`config.mk`:
```
export PLATFORM = sky130hd
export DESIGN_NAME = uart_rx_fifo_flags
export DESIGN_NICKNAME = d
export VERILOG_FILES = /design/src/rtl/rxq_pkg.sv /design/src/rtl/rxq_storage.sv /design/src/rtl/rxq_thr_fsm.sv /design/src/rtl/uart_rx_fifo_flags.sv
export SDC_FILE = /design/constraint.sdc
export NUM_CORES = 1
export LEC_CHECK = 0
export ABC_AREA = 0
export BUFFER_PORTS_ARGS = -buffer_cell sky130_fd_sc_hd__buf_2
export CAP_MARGIN = 20
export CORE_UTILIZATION = 61
export CTS_CLUSTER_SIZE = 14
export DETAILED_ROUTE_END_ITERATION = 10
export PLACE_DENSITY = 0.78
export SLEW_MARGIN = 20
export SYNTH_ARGS = -nofsm -noshare
export SYNTH_HDL_FRONTEND = slang
export SYNTH_SLANG_ARGS = --single-unit
```
`constraint.sdc`:
```
create_clock -name clk -period 4.05 [get_ports clk]
set_input_delay 0.2025 -clock clk [delete_from_list [all_inputs] [get_ports clk]]
set_output_delay 0.2025 -clock clk [all_outputs]
set_load 0.02 [all_outputs]
```
`src/rtl/rxq_pkg.sv`:
```
package rxq_pkg;
    localparam int LVL_W = 5;

    typedef enum logic [1:0] {
        THR_CLEAR   = 2'd0,
        THR_PENDING = 2'd1,
        THR_ACKED   = 2'd2
    } thr_state_t;

    function automatic logic [LVL_W-1:0] trig_level(input logic [1:0] sel);
        logic [LVL_W-1:0] lvl;
        unique case (sel)
            2'd0: lvl = LVL_W'(1);
            2'd1: lvl = LVL_W'(4);
            2'd2: lvl = LVL_W'(8);
            default: lvl = LVL_W'(14);
        endcase
        return lvl;
    endfunction
endpackage

```
`src/rtl/rxq_storage.sv`:
```
module rxq_storage #(
    parameter int DEPTH = 16,
    parameter int DW    = 9,
    localparam int PW   = $clog2(DEPTH),
    localparam int CW   = $clog2(DEPTH + 1)
) (
    input  logic          clk,
    input  logic          rst_n,
    input  logic          clr,
    input  logic          push,
    input  logic          pop,
    input  logic [DW-1:0] din,
    output logic [DW-1:0] dout,
    output logic [CW-1:0] count
);
    logic [DW-1:0] mem [DEPTH];
    logic [PW-1:0] wr_ptr, rd_ptr;
    logic [DW-1:0] last_q;

    function automatic logic [PW-1:0] bump(input logic [PW-1:0] p);
        return (p == PW'(DEPTH - 1)) ? '0 : p + PW'(1);
    endfunction

    always_ff @(posedge clk) begin
        if (push) mem[wr_ptr] <= din;
    end

    always_ff @(posedge clk or negedge rst_n) begin
        if (!rst_n) begin
            wr_ptr <= '0;
            rd_ptr <= '0;
            count  <= '0;
            last_q <= '0;
        end else if (clr) begin
            wr_ptr <= '0;
            rd_ptr <= '0;
            count  <= '0;
        end else begin
            if (push) wr_ptr <= bump(wr_ptr);
            if (pop) begin
                rd_ptr <= bump(rd_ptr);
                last_q <= mem[rd_ptr];
            end
            unique case ({push, pop})
                2'b10:   count <= count + CW'(1);
                2'b01:   count <= count - CW'(1);
                default: count <= count;
            endcase
        end
    end

    assign dout = (count != '0) ? mem[rd_ptr] : last_q;
endmodule

```
`src/rtl/rxq_thr_fsm.sv`:
```
module rxq_thr_fsm
    import rxq_pkg::*;
#(
    parameter int CW = 5
) (
    input  logic          clk,
    input  logic          rst_n,
    input  logic          clr,
    input  logic          push_ok,
    input  logic          dma_pop,
    input  logic          stat_rd,
    input  logic          stat_wr,
    input  logic          stat_wbit,
    input  logic [CW-1:0] cnt_now,
    input  logic [CW-1:0] cnt_next,
    input  logic [CW-1:0] level,
    output logic          flag
);
    thr_state_t state_q, state_d;
    logic reach, dma_drop, sw_clear;

    assign reach    = push_ok && (cnt_next >= level);
    assign dma_drop = dma_pop && (cnt_next < level);
    assign sw_clear = stat_wr && !stat_wbit && (cnt_now < level);

    always_ff @(posedge clk or negedge rst_n) begin
        if (!rst_n)   state_q <= THR_CLEAR;
        else if (clr) state_q <= THR_CLEAR;
        else          state_q <= state_d;
    end

    always_comb begin
        state_d = state_q;
        unique case (state_q)
            THR_CLEAR: begin
                if (reach) state_d = THR_PENDING;
            end
            THR_PENDING: begin
                if (dma_drop)     state_d = THR_CLEAR;
                else if (stat_rd) state_d = THR_ACKED;
            end
            THR_ACKED: begin
                if (dma_drop)      state_d = THR_CLEAR;
                else if (sw_clear) state_d = reach ? THR_PENDING : THR_CLEAR;
            end
            default: state_d = THR_CLEAR;
        endcase
    end

    always_comb begin
        unique case (state_q)
            THR_PENDING, THR_ACKED: flag = 1'b1;
            default:                flag = 1'b0;
        endcase
    end
endmodule

```
`src/rtl/uart_rx_fifo_flags.sv`:
```
module uart_rx_fifo_flags
    import rxq_pkg::*;
#(
    parameter int DEPTH = 16,
    localparam int CW   = $clog2(DEPTH + 1)
) (
    input  logic          clk,
    input  logic          rst_n,
    input  logic          soft_rst,
    input  logic          wr_en,
    input  logic [7:0]    wr_data,
    input  logic          wr_perr,
    input  logic          cpu_rd,
    input  logic          dma_rd,
    input  logic          stat_rd,
    input  logic          stat_wr,
    input  logic          stat_wbit,
    input  logic [1:0]    trig_sel,
    input  logic          async_mode,
    output logic [7:0]    head_data,
    output logic [CW-1:0] fill_count,
    output logic          thr_flag,
    output logic          perr_flag,
    output logic          overrun
);
    logic          nonempty, full, push_ok, pop_ok, dma_pop;
    logic [CW-1:0] cnt_next, level;
    logic [8:0]    head_entry;

    assign nonempty = (fill_count != '0);
    assign full     = (fill_count == CW'(DEPTH));
    assign push_ok  = wr_en && !full;
    assign pop_ok   = (cpu_rd || dma_rd) && nonempty;
    assign dma_pop  = dma_rd && nonempty;
    assign cnt_next = fill_count + CW'(push_ok) - CW'(pop_ok);
    assign level    = CW'(trig_level(trig_sel));

    rxq_storage #(.DEPTH(DEPTH), .DW(9)) u_store (
        .clk   (clk),
        .rst_n (rst_n),
        .clr   (soft_rst),
        .push  (push_ok),
        .pop   (pop_ok),
        .din   ({wr_perr, wr_data}),
        .dout  (head_entry),
        .count (fill_count)
    );

    rxq_thr_fsm #(.CW(CW)) u_thr (
        .clk       (clk),
        .rst_n     (rst_n),
        .clr       (soft_rst),
        .push_ok   (push_ok),
        .dma_pop   (dma_pop),
        .stat_rd   (stat_rd),
        .stat_wr   (stat_wr),
        .stat_wbit (stat_wbit),
        .cnt_now   (fill_count),
        .cnt_next  (cnt_next),
        .level     (level),
        .flag      (thr_flag)
    );

    always_ff @(posedge clk or negedge rst_n) begin
        if (!rst_n) overrun <= 1'b0;
        else        overrun <= wr_en && full && !soft_rst;
    end

    assign head_data = head_entry[7:0];
    assign perr_flag = async_mode && nonempty && head_entry[8];
endmodule

```
==> results.py, run 1 <==
metrics = {
    "cells_and_area": {
        "register_area_um2": 4930,
        "area_growth_pct": 11.0,
        "antennaDiodeCount": 0,
        "layout_common_cells": "edfxtp_1 (144), nor2_1 (39), buf_2 (36)",
        "mostFrequentLayoutCell": "edfxtp_1",
        "nNetsFinal": 581,
        "drive_above_1_share_pct": 22.3,
        "multi_input_area_um2": 2390,
        "design_area_um2": 8350,
        "fillers": 782,
        "instances_no_fill": 694,
    },
    "place": {
        "place_congestion": 0.906,
        "place_hpwl_um": 10100,
        "place_area_um2": 7810,
        "io_buffer_count": 36,
        "pre_cts_slack_ps": 484,
        "place_inst": 661,
    },
    "synthesis": {
        "synth.avg_cell_area_um2": 15.3,
        "synth-seq-cells": 168,
        "synth_seq_area_share_pct": 65.5,
        "syn_nets": 538,
        "yosys.area.top_type": "edfxtp_1",
        "synthArstFlopShare_pct": 14.3,
        "synthTopCellsByArea": "edfxtp_1 (58%), dfrtp_1 (8.0%), mux4_2 (5.4%)",
        "synth.distinct_cells": 57,
        "synth_edf_count": 144,
        "yosys_warnings": 0,
        "ys.flop_type": "edfxtp_1",
        "postSynthCellCount": 491,
        "syn_area_um2": 7520,
        "synth_top_cell_area_share_pct": 57.5,
    },
    "global_routing": {
        "antenna_found_initial": 0,
        "grt_pass1_vias": 4219,
        "grt_overflow_total": 0,
        "grt_pass1_wl_um": 23800,
        "grt_max_degree": 53,
        "grt_use_total_pct": 26.3,
    },
    "routing": {
        "met3_length_um": 1060,
        "wl_um": 15400,
        "antenna_left": 0,
        "dr.pass1.iters": 5,
        "met1_length_um": 6920,
        "vias_per_cell": 6.21,
        "wire_per_inst_um": 22.2,
        "num_vias": 4307,
        "top_layer_used": "met4",
        "drtIter0Drc": 423,
        "drc": 0,
        "wl_met2_um": 7270,
    },
    "sta": {
        "setup_viol": 0,
        "setup_slack_ps": 463,
        "hold_viol_final": 0,
        "fin_crit_ps": 3590,
        "max_freq_mhz": 279,
        "tns_ps": 0,
        "worst_pin_slew_ps": 1040,
        "rsz0062_at_grt": "no",
        "hold_ws_ps": 65.5,
        "clock_skew_ps": 12.2,
        "layout_worst_path_cycle_share_pct": 88.6,
        "max_slew_margin_pct": 30.7,
        "drv_slew": 0,
    },
    "critical_path": {
        "crit_chain": "inv_1, ha_1, nand4bb_1, nand2_1, inv_2, ha_1, fa_1, xor2_1, ha_1, a21oi_1, o221ai_1, or2_2, o21ai_0, o21ai_0, a21oi_1",
        "worstSetupStartpoint": "u_store.count[3]",
        "path_class": "flop to flop",
        "crit_required_ps": 4390,
        "cp_slowest_cell": "dfrtp_1",
        "worst-path-max-fanout": 10,
        "cp.arrival_ps": 3920,
        "path_common_cell": "ha_1",
        "critPathCaptureType": "flop",
        "cp-start-kind": "flop",
        "rr_startpoint": "u_store.count[3]",
        "slowest_delay_ps": 430,
    },
    "power_and_ir_drop": {
        "p_leak_uw": 0.00298,
        "power.density_nw_per_um2": 679,
        "ir_drop_uv": 309,
    },
    "min_path": {
        "holdCritPathClass": "input pin to flop",
        "hp-start": "wr_en",
    },
    "cts": {
        "cts_buffer_depth": 2,
        "clock_latency_ps": 420,
        "h-tree-depth": 4,
        "cts_tree": "yes",
        "cts_buffers": 17,
        "clockRootBuffer": "clkbuf_16",
        "cts.clk_slew.worst_paths_ps": 60,
        "cts_resized": 0,
        "clock-sinks": 168,
    },
    "floorplan": {
        "fp.coreArea_um2": 12000,
        "start_util_pct": 62.6,
        "rows": 40,
        "die_h_um": 113,
        "ioPinCount": 37,
        "dieWidth_um": 113,
        "fp.dieArea_um2": 12800,
    },
    "run_status": {
        "status": "complete, no violations",
    },
    "run": {
        "max_cap_violations": 0,
    },
}
synthesized netlist by cell type, drive strengths merged, types with 4 or more instances:
cell	n
xnor2	5
buf	12
nand2	27
a21oi	26
xor2	6
a21o	4
edfxtp	144
nor3	7
mux4	18
a31oi	10
a22oi	9
mux2	17
nand2b	4
dfrtp	24
o21ai	23
clkbuf	9
inv	16
a221oi	9
nor2	40
ha	24
mux2i	27
layer usage:
metal  GRT usage [%]  vias to the layer above
li1                -                     1976
met1            37.7                     2154
met2            39.9                      163
met3            6.80                       14
met4            8.51                        0
met5               0                        -
final timing paths:
check                                     to  slack, ps  depth (start not counted)
max in group asynchronous  u_store.rd_ptr[0]       3300                          2
min                                  overrun         70                          2
max reg2reg                 u_thr.state_q[1]        460                         15
min reg2reg                u_store.last_q[3]        550                          2
max                         u_thr.state_q[1]        460                         15
min in group asynchronous  u_store.last_q[0]        320                          2
area by class of cell:
cell class                 instances  area share [%]
clock buffer                      19            5.19
timing repair buffer              45            3.00
multi-input combinational        286            28.7
clock inverter                    13            1.17
tap                              147            2.20
inverter                          16           0.720
sequential                       168            59.0
critical path, delay by kind of cell, from the launching register on:
| kind | cells | cell delay [ps] |
|---|---|---|
| AOI/OAI and AO/OA | 5 | 760 |
| xor gates and xnor gates | 1 | 190 |
| adders and majority gates | 4 | 1160 |
| buffers and inverters | 2 | 280 |
| DFF | 1 | 430 |
| and+or+nand+nor | 3 | 690 |
kinds of logic (layout without fill, tap and decap cells):
group / count (synthesis) / after routing / synth area share (%)
compound gates: 91 / 91 / 8.10
xor+xnor: 11 / 11 / 1.38
fa+ha+maj: 26 / 26 / 4.53
buf+inv: 37 / 93 / 2.68
flops: 168 / 168 / 65.5
mux: 62 / 62 / 11.8
simple gates: 96 / 96 / 5.99
registers in the layout (all words and copies together) (netlist names):
signal / cells
overrun: 1
u_store.wr_ptr: 4
u_store.count: 5
u_store.last_q: 8
u_store.rd_ptr: 4
u_store.mem: 144
u_thr.state_q: 2
power by group:
| group | internal (uW) | switching [uW] |
|---|---|---|
| Sequential | 2000 | 221 |
| Combinational | 924 | 1080 |
| Clock | 788 | 651 |
| Total | 3720 | 1950 |
timing repair:
action,in CTS,in global routing
hold buffers,1,0
buffers inserted,0,0
endpoints found under the hold margin,24,0
metrics by stage:
stage               power, uW  util, %
global placement         4180     65.0
global route             5980     69.5
floorplan                3770        -
detailed placement       4240     65.0
CTS                      5680     69.5
finish                   5670     69.5
Power figures use the tool's default switching activity.
==> inputs of run 2 (changes only) <==
- CORE_ASPECT_RATIO: unset -> 0.5
==> run 2 against run 1 <==
Sequential share of layout area is 0.93 points lower. Register-to-register slack worse by 90 ps. Clock-buffer cell count is 2 lower. Setup slack worse by 89 ps. Flip-flop and latch count stayed put. Clock skew is 0.66 ps lower. Cell area is 1.6% higher. Cell count is 2.7% higher. Power is 4.9% higher. Die area is 0.21% higher. Sequential power hardly changed. Critical endpoint unchanged. Largest cell class unchanged.
==> results.py, run 2 (synthesis gave the netlist of run 1 again) <==
metrics = {
    "power_and_ir_drop": {
        "power.density_nw_per_um2": 702,
        "p_leak_uw": 0.00304,
        "ir_drop_uv": 420,
    },
    "global_routing": {
        "grt_pass1_wl_um": 24400,
        "grt_use_total_pct": 26.6,
        "antenna_found_initial": 0,
        "grt_max_degree": 54,
        "grt_pass1_vias": 4398,
        "grt_overflow_total": 0,
    },
    "place": {
        "place_hpwl_um": 10000,
        "place_area_um2": 7840,
        "place_inst": 680,
        "place_congestion": 0.848,
        "io_buffer_count": 36,
    },
    "sta": {
        "clock_skew_ps": 11.6,
        "setup_viol": 0,
        "worst_pin_slew_ps": 1100,
        "hold_viol_final": 0,
        "layout_worst_path_cycle_share_pct": 90.8,
        "hold_ws_ps": 82.2,
        "max_freq_mhz": 272,
        "fin_crit_ps": 3680,
        "rsz0062_at_grt": "no",
        "max_slew_margin_pct": 26.7,
        "drv_slew": 0,
        "tns_ps": 0,
    },
    "cts": {
        "cts.clk_slew.worst_paths_ps": 70,
        "cts_buffers": 17,
        "clockRootBuffer": "clkbuf_16",
        "post_cts_buffers": 0,
        "ctsHoldBuffers": 1,
        "clock-sinks": 168,
        "cts_tree": "yes",
        "cts_buffer_depth": 2,
        "clock_latency_ps": 430,
        "h-tree-depth": 4,
        "cts_resized": 0,
    },
    "critical_path": {
        "worst-path-max-fanout": 10,
        "r2r-end": "u_thr.state_q[1]",
        "path_class": "flop to flop",
        "crit_chain": "inv_1, ha_1, nand4bb_1, nand2_1, inv_2, ha_1, fa_1, xor2_1, ha_1, a21oi_1, o221ai_1, or2_2, o21ai_0, o21ai_0, a21oi_1",
        "rr_startpoint": "u_store.count[2]",
        "cp-start-kind": "flop",
        "r2r_cells": 15,
        "path_common_cell": "ha_1",
        "slowest_delay_ps": 440,
        "path_delay_family": "adder cells",
        "cp.arrival_ps": 4020,
        "critPathCaptureType": "flop",
        "crit_buf_inv": 2,
        "crit_required_ps": 4390,
        "r2r_slack_ps": 370,
        "cp_slowest_cell": "dfrtp_1",
    },
    "min_path": {
        "min_to": "overrun",
        "hp-start": "wr_en",
        "hold_path_depth": 2,
        "holdCritPathClass": "input pin to flop",
    },
    "cells_and_area": {
        "area_growth_pct": 12.8,
        "fillers": 770,
        "fin_util_pct": 71.2,
        "regMostFlops": "u_store.mem",
        "design_area_um2": 8480,
        "instances_no_fill": 713,
        "antennaDiodeCount": 0,
        "mostFrequentLayoutCell": "edfxtp_1",
        "layout_common_cells": "edfxtp_1 (144), nor2_1 (39), buf_2 (36)",
        "largest_reg_flops": 144,
        "reg_top3": "u_store.mem: 144 flops, u_store.last_q: 8 flops, u_store.count: 5 flops",
        "nNetsFinal": 582,
        "register_area_um2": 4930,
        "drive_above_1_share_pct": 23.0,
        "multi_input_area_um2": 2390,
    },
    "routing": {
        "num_vias": 4483,
        "vias_per_cell": 6.29,
        "wl_um": 15900,
        "antenna_left": 0,
        "wire_per_inst_um": 22.3,
        "dr.pass1.iters": 5,
        "drtIter0Drc": 558,
        "drc": 0,
    },
    "run": {
        "max_cap_violations": 0,
    },
    "floorplan": {
        "ioPinCount": 37,
        "fp.coreArea_um2": 11900,
        "dieWidth_um": 159,
        "fp.dieArea_um2": 12800,
        "start_util_pct": 63.1,
        "die_h_um": 80.5,
        "rows": 28,
    },
    "run_status": {
        "status": "complete, no violations",
    },
}
[run 2: cell types whose count changed in the layout (fill, tap and decap cells not counted)]
cell / before / now
clkinv_8: 0 / 2
clkinv_4: 4 / 1
clkbuf_1: 2 / 0
clkinv_1: 1 / 0
inv_6: 2 / 4
buf_4: 8 / 9
bufinv_16: 0 / 3
inv_8: 1 / 2
clkinv_2: 3 / 1
[run 2: worst register-to-register path, stage by stage, from the launching register on]
cell       delay [ps]
dfrtp_1           440
inv_1             110
ha_1              170
nand4bb_1         150
nand2_1           270
inv_2             160
ha_1              260
fa_1              410
xor2_1            190
ha_1              340
a21oi_1           150
o221ai_1          160
or2_2             340
o21ai_0           200
o21ai_0           110
a21oi_1           140
[run 2: stage by stage]
stage	setup slack, ps	total power [uW]
floorplan	266	3770
global placement	582	4160
detailed placement	424	4230
CTS	401	5940
global route	141	6230
finish	374	5950
[run 2: routing by layer]
layer / vias to the layer above / track usage, % / part of all wire (%) / wire length (um)
met2: 221 / 45.7 / 49 / 7760
met4: 0 / 10.4 / 2.2 / 355
met5: - / 0 / 0 / 0
met3: 30 / 4.70 / 6.7 / 1060
met1: 2254 / 34.4 / 42 / 6730
li1: 1978 / - / - / -
[run 2: where the power goes]
group	leakage, uW	internal (uW)	switching, uW
Sequential	0.00160	2000	207
Combinational	0.00113	930	1090
Clock	0.000304	996	721
[run 2: area by class of cell]
class | count | area share, %
clock buffers | 17 | 5.02
clock inverters | 15 | 2.46
inverters | 16 | 0.708
multi-input cells | 286 | 28.2
flip-flops and latches | 168 | 58.1
well taps | 165 | 2.43
repair buffers | 46 | 3.04
[run 2: worst max-delay path by stage]
stage | from | endpoint | slack [ps] | cells past startpoint
finish | u_store.count[2] | u_thr.state_q[1] | 370 | 15
global route | u_store.count[2] | u_thr.state_q[0] | 140 | 15
CTS | u_store.count[2] | u_thr.state_q[0] | 400 | 15
detailed placement | u_store.count[2] | u_thr.state_q[0] | 420 | 15
global placement | u_store.count[3] | u_thr.state_q[0] | 580 | 15
floorplan | u_store.count[3] | u_thr.state_q[0] | 270 | 16
